$ cat config.mk
export PLATFORM = sky130hd
export DESIGN_NAME = strap_classifier
export DESIGN_NICKNAME = d
export VERILOG_FILES = /design/src/rtl/strap_pkg.sv /design/src/rtl/strap_settle_timer.sv /design/src/rtl/strap_phase_ctrl.sv /design/src/rtl/strap_sample_bank.sv /design/src/rtl/strap_classifier.sv
export SDC_FILE = /design/constraint.sdc
export NUM_CORES = 1
export LEC_CHECK = 0
export ABC_AREA = 1
export BUFFER_PORTS_ARGS = -buffer_cell sky130_fd_sc_hd__buf_2
export CAP_MARGIN = 10
export CELL_PAD_IN_SITES_DETAIL_PLACEMENT = 0
export CELL_PAD_IN_SITES_GLOBAL_PLACEMENT = 1
export CORE_MARGIN = 2
export CORE_UTILIZATION = 41
export CTS_BUF_LIST = sky130_fd_sc_hd__clkbuf_4 sky130_fd_sc_hd__clkbuf_8
export DETAILED_ROUTE_END_ITERATION = 8
export GPL_TIMING_DRIVEN = 0
export PLACE_DENSITY = 0.78
export SLEW_MARGIN = 5
export SYNTH_ARGS = -nofsm -noshare
export SYNTH_HDL_FRONTEND = slang
export SYNTH_HIERARCHICAL = 1
export SYNTH_SLANG_ARGS = --single-unit
$ cat constraint.sdc
create_clock -name clk -period 2.3 [get_ports clk]
set_input_delay 0.115 -clock clk [delete_from_list [all_inputs] [get_ports clk]]
set_output_delay 0.115 -clock clk [all_outputs]
set_load 0.005 [all_outputs]
$ cat src/rtl/strap_pkg.sv
package strap_pkg;

  typedef enum logic [1:0] {
    ST_IDLE = 2'd0,
    ST_UP   = 2'd1,
    ST_GAP  = 2'd2,
    ST_DN   = 2'd3
  } strap_state_e;

  // Two-bit class from the pull-up and pull-down samples of one pin.
  function automatic logic [1:0] strap_code(input logic up_s, input logic dn_s);
    return {up_s ^ dn_s, dn_s};
  endfunction

endpackage

$ cat src/rtl/strap_settle_timer.sv
module strap_settle_timer #(
  parameter int CYCLES = 500
) (
  input  logic clk,
  input  logic rst_n,
  input  logic run,
  output logic expired
);
  localparam int CW = (CYCLES > 1) ? $clog2(CYCLES) : 1;
  localparam logic [CW-1:0] LAST = CW'(CYCLES - 1);

  logic [CW-1:0] cnt_q, cnt_d;
  logic          at_last;

  assign at_last = (cnt_q == LAST);
  assign expired = run && at_last;

  always_comb begin
    if (run && !at_last) cnt_d = cnt_q + 1'b1;
    else                 cnt_d = '0;
  end

  always_ff @(posedge clk or negedge rst_n) begin
    if (!rst_n) cnt_q <= '0;
    else        cnt_q <= cnt_d;
  end
endmodule

$ cat src/rtl/strap_phase_ctrl.sv
module strap_phase_ctrl
  import strap_pkg::*;
(
  input  logic         clk,
  input  logic         rst_n,
  input  logic         start,
  input  logic         expired,
  output strap_state_e state,
  output logic         timer_run,
  output logic         cap_up,
  output logic         cap_dn
);
  strap_state_e state_q, state_d;

  always_comb begin
    state_d = state_q;
    unique case (state_q)
      ST_IDLE: if (start)   state_d = ST_UP;
      ST_UP:   if (expired) state_d = ST_GAP;
      ST_GAP:               state_d = ST_DN;
      ST_DN:   if (expired) state_d = ST_IDLE;
      default:              state_d = ST_IDLE;
    endcase
  end

  always_ff @(posedge clk or negedge rst_n) begin
    if (!rst_n) state_q <= ST_IDLE;
    else        state_q <= state_d;
  end

  assign state     = state_q;
  assign timer_run = (state_q == ST_UP) || (state_q == ST_DN);
  assign cap_up    = (state_q == ST_UP) && expired;
  assign cap_dn    = (state_q == ST_DN) && expired;
endmodule

$ cat src/rtl/strap_sample_bank.sv
module strap_sample_bank
  import strap_pkg::*;
#(
  parameter int NUM_PINS = 8
) (
  input  logic                  clk,
  input  logic                  rst_n,
  input  logic [NUM_PINS-1:0]   pin_in,
  input  logic                  cap_up,
  input  logic                  cap_dn,
  output logic [2*NUM_PINS-1:0] result,
  output logic                  done
);
  logic [NUM_PINS-1:0]   up_smp_q;
  logic [2*NUM_PINS-1:0] res_q, res_d, code_w;
  logic                  done_q;

  for (genvar i = 0; i < NUM_PINS; i++) begin : g_code
    assign code_w[2*i +: 2] = strap_code(up_smp_q[i], pin_in[i]);
  end

  always_comb begin
    res_d = res_q;
    if (cap_dn) res_d = code_w;
  end

  always_ff @(posedge clk or negedge rst_n) begin
    if (!rst_n) begin
      up_smp_q <= '0;
      res_q    <= '0;
      done_q   <= 1'b0;
    end else begin
      if (cap_up) up_smp_q <= pin_in;
      res_q  <= res_d;
      done_q <= cap_dn;
    end
  end

  assign result = res_q;
  assign done   = done_q;
endmodule

$ cat src/rtl/strap_classifier.sv
module strap_classifier
  import strap_pkg::*;
#(
  parameter int NUM_PINS    = 8,
  parameter int CLK_FREQ_HZ = 50_000_000,
  parameter int SETTLE_US   = 10
) (
  input  logic                  clk,
  input  logic                  rst_n,
  input  logic                  start,
  input  logic [NUM_PINS-1:0]   pin_in,
  output logic [NUM_PINS-1:0]   pull_up_en,
  output logic [NUM_PINS-1:0]   pull_dn_en,
  output logic [2*NUM_PINS-1:0] result,
  output logic                  done
);
  localparam int CYC_PER_US = CLK_FREQ_HZ / 1_000_000;
  localparam int SETTLE_RAW = CYC_PER_US * SETTLE_US;
  localparam int SETTLE     = (SETTLE_RAW > 1) ? SETTLE_RAW : 2;

  strap_state_e state;
  logic timer_run, expired, cap_up, cap_dn;

  strap_settle_timer #(.CYCLES(SETTLE)) u_timer (
    .clk(clk), .rst_n(rst_n), .run(timer_run), .expired(expired)
  );

  strap_phase_ctrl u_ctrl (
    .clk(clk), .rst_n(rst_n), .start(start), .expired(expired),
    .state(state), .timer_run(timer_run), .cap_up(cap_up), .cap_dn(cap_dn)
  );

  strap_sample_bank #(.NUM_PINS(NUM_PINS)) u_bank (
    .clk(clk), .rst_n(rst_n), .pin_in(pin_in), .cap_up(cap_up),
    .cap_dn(cap_dn), .result(result), .done(done)
  );

  for (genvar i = 0; i < NUM_PINS; i++) begin : g_pull
    assign pull_up_en[i] = (state == ST_UP);
    assign pull_dn_en[i] = (state == ST_DN);
  end
endmodule

**Word level (Yosys, flattened, before mapping)**

Index checks and enable logic that the tools add are counted.

- Register bits after elaboration: 36
- Input port bits: 11
- Output and inout port bits: 33

- Add/sub/neg operators: 1
- Equal/unequal tests: 7
- Muxes and demuxes: 5
- Bitwise operators: 8
- Reduce and logical (&&, ||, !) cells: 8

Operators by type and width:

| kind | count |
|---|---|
| $add 9x1->9 const B | 1 |
| $eq 9x9->1 const B | 1 |
| $mux 9 | 1 |
| $pmux 2 s4 | 1 |
| $xor 1x1->1 | 8 |
| $mux 2 | 3 |
| $eq 2x2->1 const B | 2 |
| $logic_and 1x1->1 | 4 |
| $ne 2x1->1 const B | 2 |
| $reduce_and 3->1 | 1 |
| $eq 2x1->1 const B | 1 |
| $logic_not 2->1 | 1 |
| $ne 2x2->1 const B | 1 |
| $logic_not 1->1 | 1 |
| $logic_or 1x1->1 | 1 |

**Depth between registers and ports, before layout**

Gate-level depths: netlist of run 1.

- Depth after elaboration: 5
- Mapped depth: 12
- Depth with buffers taken out: 10

**Modules after synthesis**

The synthesis of run 1 kept the hierarchy.

By module, submodules not included:

| module | instances | cells each | area each (µm²) | seq. area each (µm²) |
|---|---|---|---|---|
| strap_sample_bank | 1 | 118 | 1066.0 | 625.6 |
| strap_settle_timer | 1 | 61 | 493.0 | 225.2 |
| strap_phase_ctrl | 1 | 27 | 200.2 | 50.0 |
| strap_classifier | 1 | 18 | 122.6 | 0.0 |

**Least setup slack after synthesis of run 1**

No wires, ideal clock.

- Path type: reg-to-reg
- From: reg u_ctrl.state_q[1] (netlist: u_ctrl/state[1])
- To: reg u_bank.res_q[0] (netlist: u_bank/result[0])
- Setup time: 0.117 ns
- Data arrival time: 1.651 ns
- Required time: 2.183 ns
- Setup slack: 0.531 ns
- Cell stages (with the launch flop): 13
- Buffers on the path: 2
- Period minus slack after synthesis: 1.769 ns
- Cells stage by stage: dfrtp_1 > inv_1 > ha_1 > or2_1 > inv_1 > nor2_1 > nand2_1 > inv_1 > buf_6 > inv_6 > buf_8 > nand2_1 > o21ai_2

- Word-level cells in the longest chain between the ends: 4
- Elaborated cells between the ends (all ways): 5
- Those cells by class: eq/ne: 2; reduce/logical: 3

RTL lines:

| what | line | source |
|---|---|---|
| start, declared | strap_phase_ctrl.sv:13 | `strap_state_e state_q, state_d;` |
| start signal, assigned | strap_phase_ctrl.sv:28 | `else state_q <= state_d;` |
| $eq 2x1->1 or $eq 2x2->1 (tied branches) | strap_phase_ctrl.sv:32 | `assign timer_run = (state_q == ST_UP) \|\| (state_q == ST_DN);` |
| $logic_or 1x1->1 (*) | strap_phase_ctrl.sv:32 |  |
| net timer_run | strap_classifier.sv:22 | `logic timer_run, expired, cap_up, cap_dn;` |
| $logic_and 1x1->1 (*) | strap_settle_timer.sv:16 | `assign expired = run && at_last;` |
| net expired | strap_classifier.sv:22 |  |
| $logic_and 1x1->1 (*) | strap_phase_ctrl.sv:34 | `assign cap_dn = (state_q == ST_DN) && expired;` |
| net cap_dn | strap_classifier.sv:22 |  |
| end signal, assigned | strap_sample_bank.sv:34 | `res_q <= res_d;` |
| end, declared | strap_sample_bank.sv:15 | `logic [2*NUM_PINS-1:0] res_q, res_d, code_w;` |

Mark *: on every way through the listed nets, which the timed path passes. The rest lies on a longest branch.
A chain may end at the register's enable or synchronous reset.

**Worst setup path in the final report of run 1**

- From: reg u_ctrl.state_q[1] (netlist: u_ctrl/state[1])
- To: reg u_bank.res_q[6] (netlist: u_bank/result[6])

Same word-level chain as after synthesis.

==> results of run 1 <==
==> power by group <==
part	internal (mW)	leakage (nW)	switching, mW
clock network	0.321	0.0541	0.235
logic	0.323	0.768	0.295
registers	0.667	0.372	0.0443
total	1.31	1.19	0.574
==> per-layer routing <==
| metal | wire [um] | track usage [%] |
|---|---|---|
| met1 | 1710 | 20.1 |
| met2 | 1510 | 24.4 |
| met3 | 185 | 3.80 |
| met4 | 99 | 9.43 |
| met5 | 0 | 0 |
==> state kept, by name, indices dropped and copies added, names as in the netlist <==
name             cells
u_bank/result       16
u_timer/cnt_q        9
u_bank/up_smp_q      8
u_ctrl/state         2
u_bank/done          1
==> final cells by class <==
cell class	instances	area [um2]
Buffer	18	150
Clock buffer	5	68.8
Clock inverter	3	42.5
Fill cell	416	2100
Inverter	32	125
Multi-Input combinational cell	138	706
Sequential cell	36	901
Tap cell	52	65.1
Timing Repair Buffer	44	225
==> worst max path at each step <==
stage | start | to | slack, ns | cells after the start
after floorplan | u_ctrl/state[1] | u_bank/result[0] | 0.53 | 12
after global placement | u_ctrl/state[1] | u_bank/result[14] | 0.30 | 12
after detailed placement | u_ctrl/state[1] | u_bank/result[6] | 0.27 | 12
after CTS | u_ctrl/state[1] | u_bank/result[6] | 0.26 | 12
after global routing | u_ctrl/state[1] | u_bank/result[14] | 0.14 | 12
final | u_ctrl/state[1] | u_bank/result[6] | 0.29 | 12
==> logic make-up after synthesis <==
logic type               after synthesis  share of synthesized area (%)
AO/OA/AOI/OAI                         19                           6.98
XOR/XNOR                               3                           1.40
adder cells (fa/ha/maj)                5                           3.32
buffers and inverters                 50                           14.6
flip-flops                            36                           47.9
AND/OR/NAND/NOR                      111                           25.8
==> cell usage after synthesis, drive strengths merged <==
| cell | number | area [um2] |
|---|---|---|
| o21bai | 1 | 7.51 |
| xnor2 | 2 | 17.5 |
| nor2 | 17 | 86.3 |
| or2 | 2 | 12.5 |
| dfrtp | 36 | 901 |
| o21ai | 17 | 115 |
| nand2 | 77 | 307 |
| nand3 | 15 | 80.1 |
| inv | 32 | 125 |
| ha | 5 | 62.6 |
| a21oi | 1 | 8.76 |
| xor2 | 1 | 8.76 |
| buf | 18 | 150 |
==> worst max-delay path: stages (launching register included) <==
cell	delay, ns
dfrtp_1	0.45
inv_1	0.11
ha_1	0.24
or2_1	0.18
inv_1	0.06
nor2_1	0.20
nand2_1	0.08
inv_1	0.10
buf_6	0.16
inv_6	0.05
buf_8	0.14
nand2_1	0.07
o21ai_2	0.05
==> stage by stage <==
| stage | instance area, um2 | instances |
|---|---|---|
| after floorplan | 1880 | 224 |
| final | 2280 | 328 |
| after CTS | 2280 | 328 |
| after detailed placement | 2160 | 319 |
| after global routing | 2280 | 328 |
| after global placement | 2160 | 319 |
==> results.md, run 1 <==
* H-tree levels at 2
* Min Hold Slack at 0.0550 ns
* TNS Setup at 0 ns
* R2r worst-path depth at 12
* Ratio of final minimum period to clock period at 87.3%
* Synth Cell Area at 1880 um2
* Final Skew at 0.00334 ns
* Post-DP HPWL at 2570 um
* Vias at 1449
* Crit end category: flop
* CTS Buffer Depth at 2
* Global-route wire length before repair at 6170 um
* CTS Root Cell: clkbuf_8
* FMAX at 0.498 GHz
* Die height at 71.7 um
* TritonCTS Buffers at 5
* Gr usage total at 15.8%
* Fin. max-slew vios at 0
* WL/cell at 10.7 um
* Syn Nets at 240
* Crit path time final at 2.01 ns
* # Post-CTS Setup Buffers at 0
* Via density at 4.42
* Mapped Cells at 224
* Clock Latency Late Sink at 0.29 ns
* CP max FO at 10
* TritonCTS clock tree: yes
* Post-place setup slack at 0.266 ns
* Grt total ovfl at 0
* Flop-to-flop setup slack at 0.29 ns
* Worst-path clk slew at 0.07 ns
* Hold Path Sink: u_bank/up_smp_q[3]
* Total power at 1.88 mW
* Worst Tran Pin Value at 0.777 ns
* Area delta synth->final at 21.3%
* Status: finished clean
* Setup ws final at 0.291 ns
* VDD IR max at 0.539 mV
* DRT antenna net count at 0
* Antenna cells at 0
* Initial DRC count at 78
* Die ar. at 5150 um2
* Initial Util at 42.9%
* Number of setup violations in the final report at 0
* Post-CTS Hold Buffers at 1
* Crit start category: flop
* Hold crit path type: in2reg
* IO Pins at 44
* Mean Syn Cell Area at 8.40 um2
* Share of layout cells above drive strength 1 at 33.0%
* WP data required at 2.49 ns
* Reg2Reg Capture Point: u_bank/result[6]
* DRC Markers at 0
* Register area share after synthesis at 47.9%
* Pwr dens at 825 nW/um2
* # rows at 24
* Final Core Density at 52.1%
* CTS resizes at 0
* GPL Wtd Cong at 0.767
* Yosys Warn Count at 6
* Core area at 4380 um2
* Netlist cell types at 23
* Reg2reg start: u_ctrl/state[1]
* Sink count of the clock tree at 36
* Max-cap violations at 0
* Commonest non-fill, non-tap cell in the layout: nand2_1
* Max_slew headroom at 48.2%
* Routed WL at 3510 um
* Number of global-route vias before repair at 1370
* Pleak at 1.19 nW
* WS Path Type: reg2reg
* NumNets Final at 291
* #FFs+latches synth at 36
* DIE WIDTH at 71.7 um
* Count of TritonRoute iterations in the first routing pass at 4
* Unrepaired setup endpoints after global routing: false
* Arrival time at the worst endpoint at 2.20 ns
* Final hold vios at 0
* Initial antenna violation count at 0
* Hold depth at 3
* Most frequent cells in the layout: nand2_1, buf_2, dfrtp_1, inv_1, buf_4
* Largest net degree at the start of global routing at 37
* Origin of the worst min-delay path: pin_in[3]
* PortBufs at 43
Power figures use the tool's default switching activity.
==> inputs of run 2 (changes only) <==
==> constraint.sdc (replaced) <==
create_clock -name clk -period 2.3 [get_ports clk]
set_input_delay 0.46 -clock clk [delete_from_list [all_inputs] [get_ports clk]]
set_output_delay 0.46 -clock clk [all_outputs]
set_load 0.005 [all_outputs]
==> run 2 against run 1 <==
Net effect:
- flip-flop and latch count did not move
- die area did not move
- register-to-register slack barely moved
- cell count fell by 0.30%
- final area fell by 0.44%
- fmax barely moved
- clock-buffer cell count did not move
- first-iteration DRC count rose by 24%
- largest cell class unchanged
- largest power group unchanged
==> results.md, run 2 (synthesized netlist as in run 1, its figures left out) <==
* Status: finished clean (unchanged)
* Count of TritonRoute iterations in the first routing pass at 4 (unchanged)
* Post-DP HPWL at 2570 um (unchanged)
* Max-cap violations at 0 (unchanged)
* Max reg flops at 16 (unchanged)
* Fillers at 417 (was 416)
* Switching pwr at 0.574 mW (about the same)
* Clock Latency Late Sink at 0.29 ns (about the same)
* Pwr dens at 828 nW/um2 (was 825 nW/um2)
* Worst path depth at 12 (unchanged)
* Routed WL at 3510 um (about the same)
* Worst-path clk slew at 0.07 ns (about the same)
* Initial Util at 42.9% (unchanged)
* TNS Setup at 0 ns (unchanged)
* Crit start category: flop (unchanged)
* Slowest CP cell: dfrtp_1 (unchanged)
* CTS resizes at 0 (unchanged)
* Antenna cells at 0 (unchanged)
* IO Pins at 44 (unchanged)
* WP data required at 2.49 ns (about the same)
* Vias at 1446 (was 1449)
* Gate power share at 32.7% (was 32.8%)
* Sequential share of power at 37.8% (was 37.7%)
* Die ar. at 5150 um2 (unchanged)
* Final Skew at 0.00334 ns (unchanged)
* Int Power at 1.31 mW (about the same)
* Fin. max-slew vios at 0 (unchanged)
* Reg2reg start: u_ctrl/state[1] (unchanged)
* Global-route wire length before repair at 6150 um (was 6170 um)
* Switch share at 30.5% (about the same)
* Initial DRC count at 97 (was 78)
* # rows at 24 (unchanged)
* Number of global-route vias before repair at 1368 (was 1370)
* H-tree levels at 2 (unchanged)
* Max_slew headroom at 48.3% (was 48.2%)
* Clk network pwr share at 29.5% (about the same)
* Commonest non-fill, non-tap cell in the layout: nand2_1 (unchanged)
* Final hold vios at 0 (unchanged)
* TritonCTS clock tree: yes (unchanged)
* NumNets Final at 290 (was 291)
* PortBufs at 43 (unchanged)
* Crit path time final at 2.01 ns (about the same)
* CP peak stage delay at 0.45 ns (about the same)
* Crit path max-delay family: buffers and inverters (unchanged)
* GPL Wtd Cong at 0.767 (unchanged)
* Post-Layout Cell Count at 327 (was 328)
* CP max FO at 10 (unchanged)
* Number of setup violations in the final report at 0 (unchanged)
* CTS Buffer Depth at 2 (unchanged)
* Area delta synth->final at 20.8% (was 21.3%)
* VDD IR max at 0.538 mV (was 0.539 mV)
* CP dominant cell by count: inv_1 (unchanged)
* Buf/Inv on CP at 6 (unchanged)
* Grt total ovfl at 0 (unchanged)
* Gr usage total at 15.8% (about the same)
* Crit path cell chain: inv_1, ha_1, or2_1, inv_1, nor2_1, nand2_1, inv_1, buf_6, inv_6, buf_8, nand2_1, o21ai_2 (unchanged)
* Share of layout cells above drive strength 1 at 33.1% (was 33.0%)
* Post-CTS Hold Buffers at 0 (was 1)
* Die height at 71.7 um (unchanged)
* Worst Tran Pin Value at 0.776 ns (was 0.777 ns)
* WL/cell at 10.7 um (about the same)
* Most frequent cells in the layout: nand2_1, buf_2, dfrtp_1, inv_1, buf_4 (unchanged)
* Core area at 4380 um2 (unchanged)
* TritonCTS Buffers at 5 (unchanged)
* DP Cell Count at 319 (unchanged)
* Ratio of final minimum period to clock period at 87.4% (was 87.3%)
* Sink count of the clock tree at 36 (unchanged)
* Pleak at 1.19 nW (about the same)
* DRC Markers at 0 (unchanged)
* # Post-CTS Setup Buffers at 0 (unchanged)
* FMAX at 0.498 GHz (about the same)
* WS Path Type: reg2reg (unchanged)
* CTS Root Cell: clkbuf_8 (unchanged)
* DIE WIDTH at 71.7 um (unchanged)
* Unrepaired setup endpoints after global routing: false (unchanged)
* DRT antenna net count at 0 (unchanged)
* Hold crit path type: in2async (was in2reg)
* Via density at 4.42 (about the same)
* R2r worst-path depth at 12 (unchanged)
* Critical Path Start: u_ctrl/state[1] (unchanged)
* Crit end category: flop (unchanged)
* Largest net degree at the start of global routing at 37 (unchanged)
* Initial antenna violation count at 0 (unchanged)
* Arrival time at the worst endpoint at 2.20 ns (about the same)
run 2: changes by cell type in the layout (fill, tap and decap cells not counted):
cell,previous run,this run
dlygate4sd3_1,1,0
run 2: power by group through the flow:
stage	Sequential, mW	Combinational, mW	Clock [mW]
final	0.711	0.616	0.556
after global routing	0.718	0.689	0.596
after CTS	0.713	0.628	0.575
after detailed placement	0.726	0.624	0
after global placement	0.726	0.625	0
after floorplan	0.714	0.440	0
run 2: final cells by class:
type                            instances  area, um2  share of cell area, %
Multi-Input combinational cell        138        706                   31.0
Clock inverter                          3       42.5                   1.87
Sequential cell                        36        901                   39.6
Buffer                                 18        150                   6.60
Inverter                               32        125                   5.50
Clock buffer                            5       68.8                   3.03
Tap cell                               52       65.1                   2.86
Timing Repair Buffer                   43        215                   9.47
run 2: worst paths after layout:
check,endpoint,slack (ns)
worst min-delay path,u_ctrl/state[0],0.24
max in group asynchronous,u_timer/cnt_q[3],1.57
worst max-delay path,u_bank/result[6],0.29
worst min register to register,u_bank/result[12],0.48
min in group clk,u_bank/up_smp_q[3],0.40
worst max register to register,u_bank/result[6],0.29
run 2: routing by layer:
layer | vias to the layer above | routed length [um] | GRT usage [%]
met5 | - | 0 | 0
met2 | 38 | 1510 | 24.4
met3 | 9 | 185 | 3.80
li1 | 767 | - | -
met1 | 632 | 1710 | 20.0
met4 | 0 | 99 | 9.43
run 2: metrics by stage:
stage	power, mW	utilization (%)	worst slack [ns]	cell area, um2	hold WS (ns)
3_3_place_gp	1.35	49.3	0.299	2160	0.459
6_report	1.88	51.9	0.291	2270	0.236
2_1_floorplan	1.15	-	0.531	1880	0.164
5_1_grt	2.00	51.9	0.143	2270	0.318
4_1_cts	1.92	51.9	0.259	2270	0.276
3_5_place_dp	1.35	49.3	0.266	2160	0.462
run 2: worst reg2reg max path, delay by kind of cell (launching register included):
family | cells | cell delay [ns]
buffers and inverters | 6 | 0.63
and+or+nand+nor | 4 | 0.54
DFF | 1 | 0.45
adders and majority gates | 1 | 0.24
AOI/OAI and AO/OA | 1 | 0.05
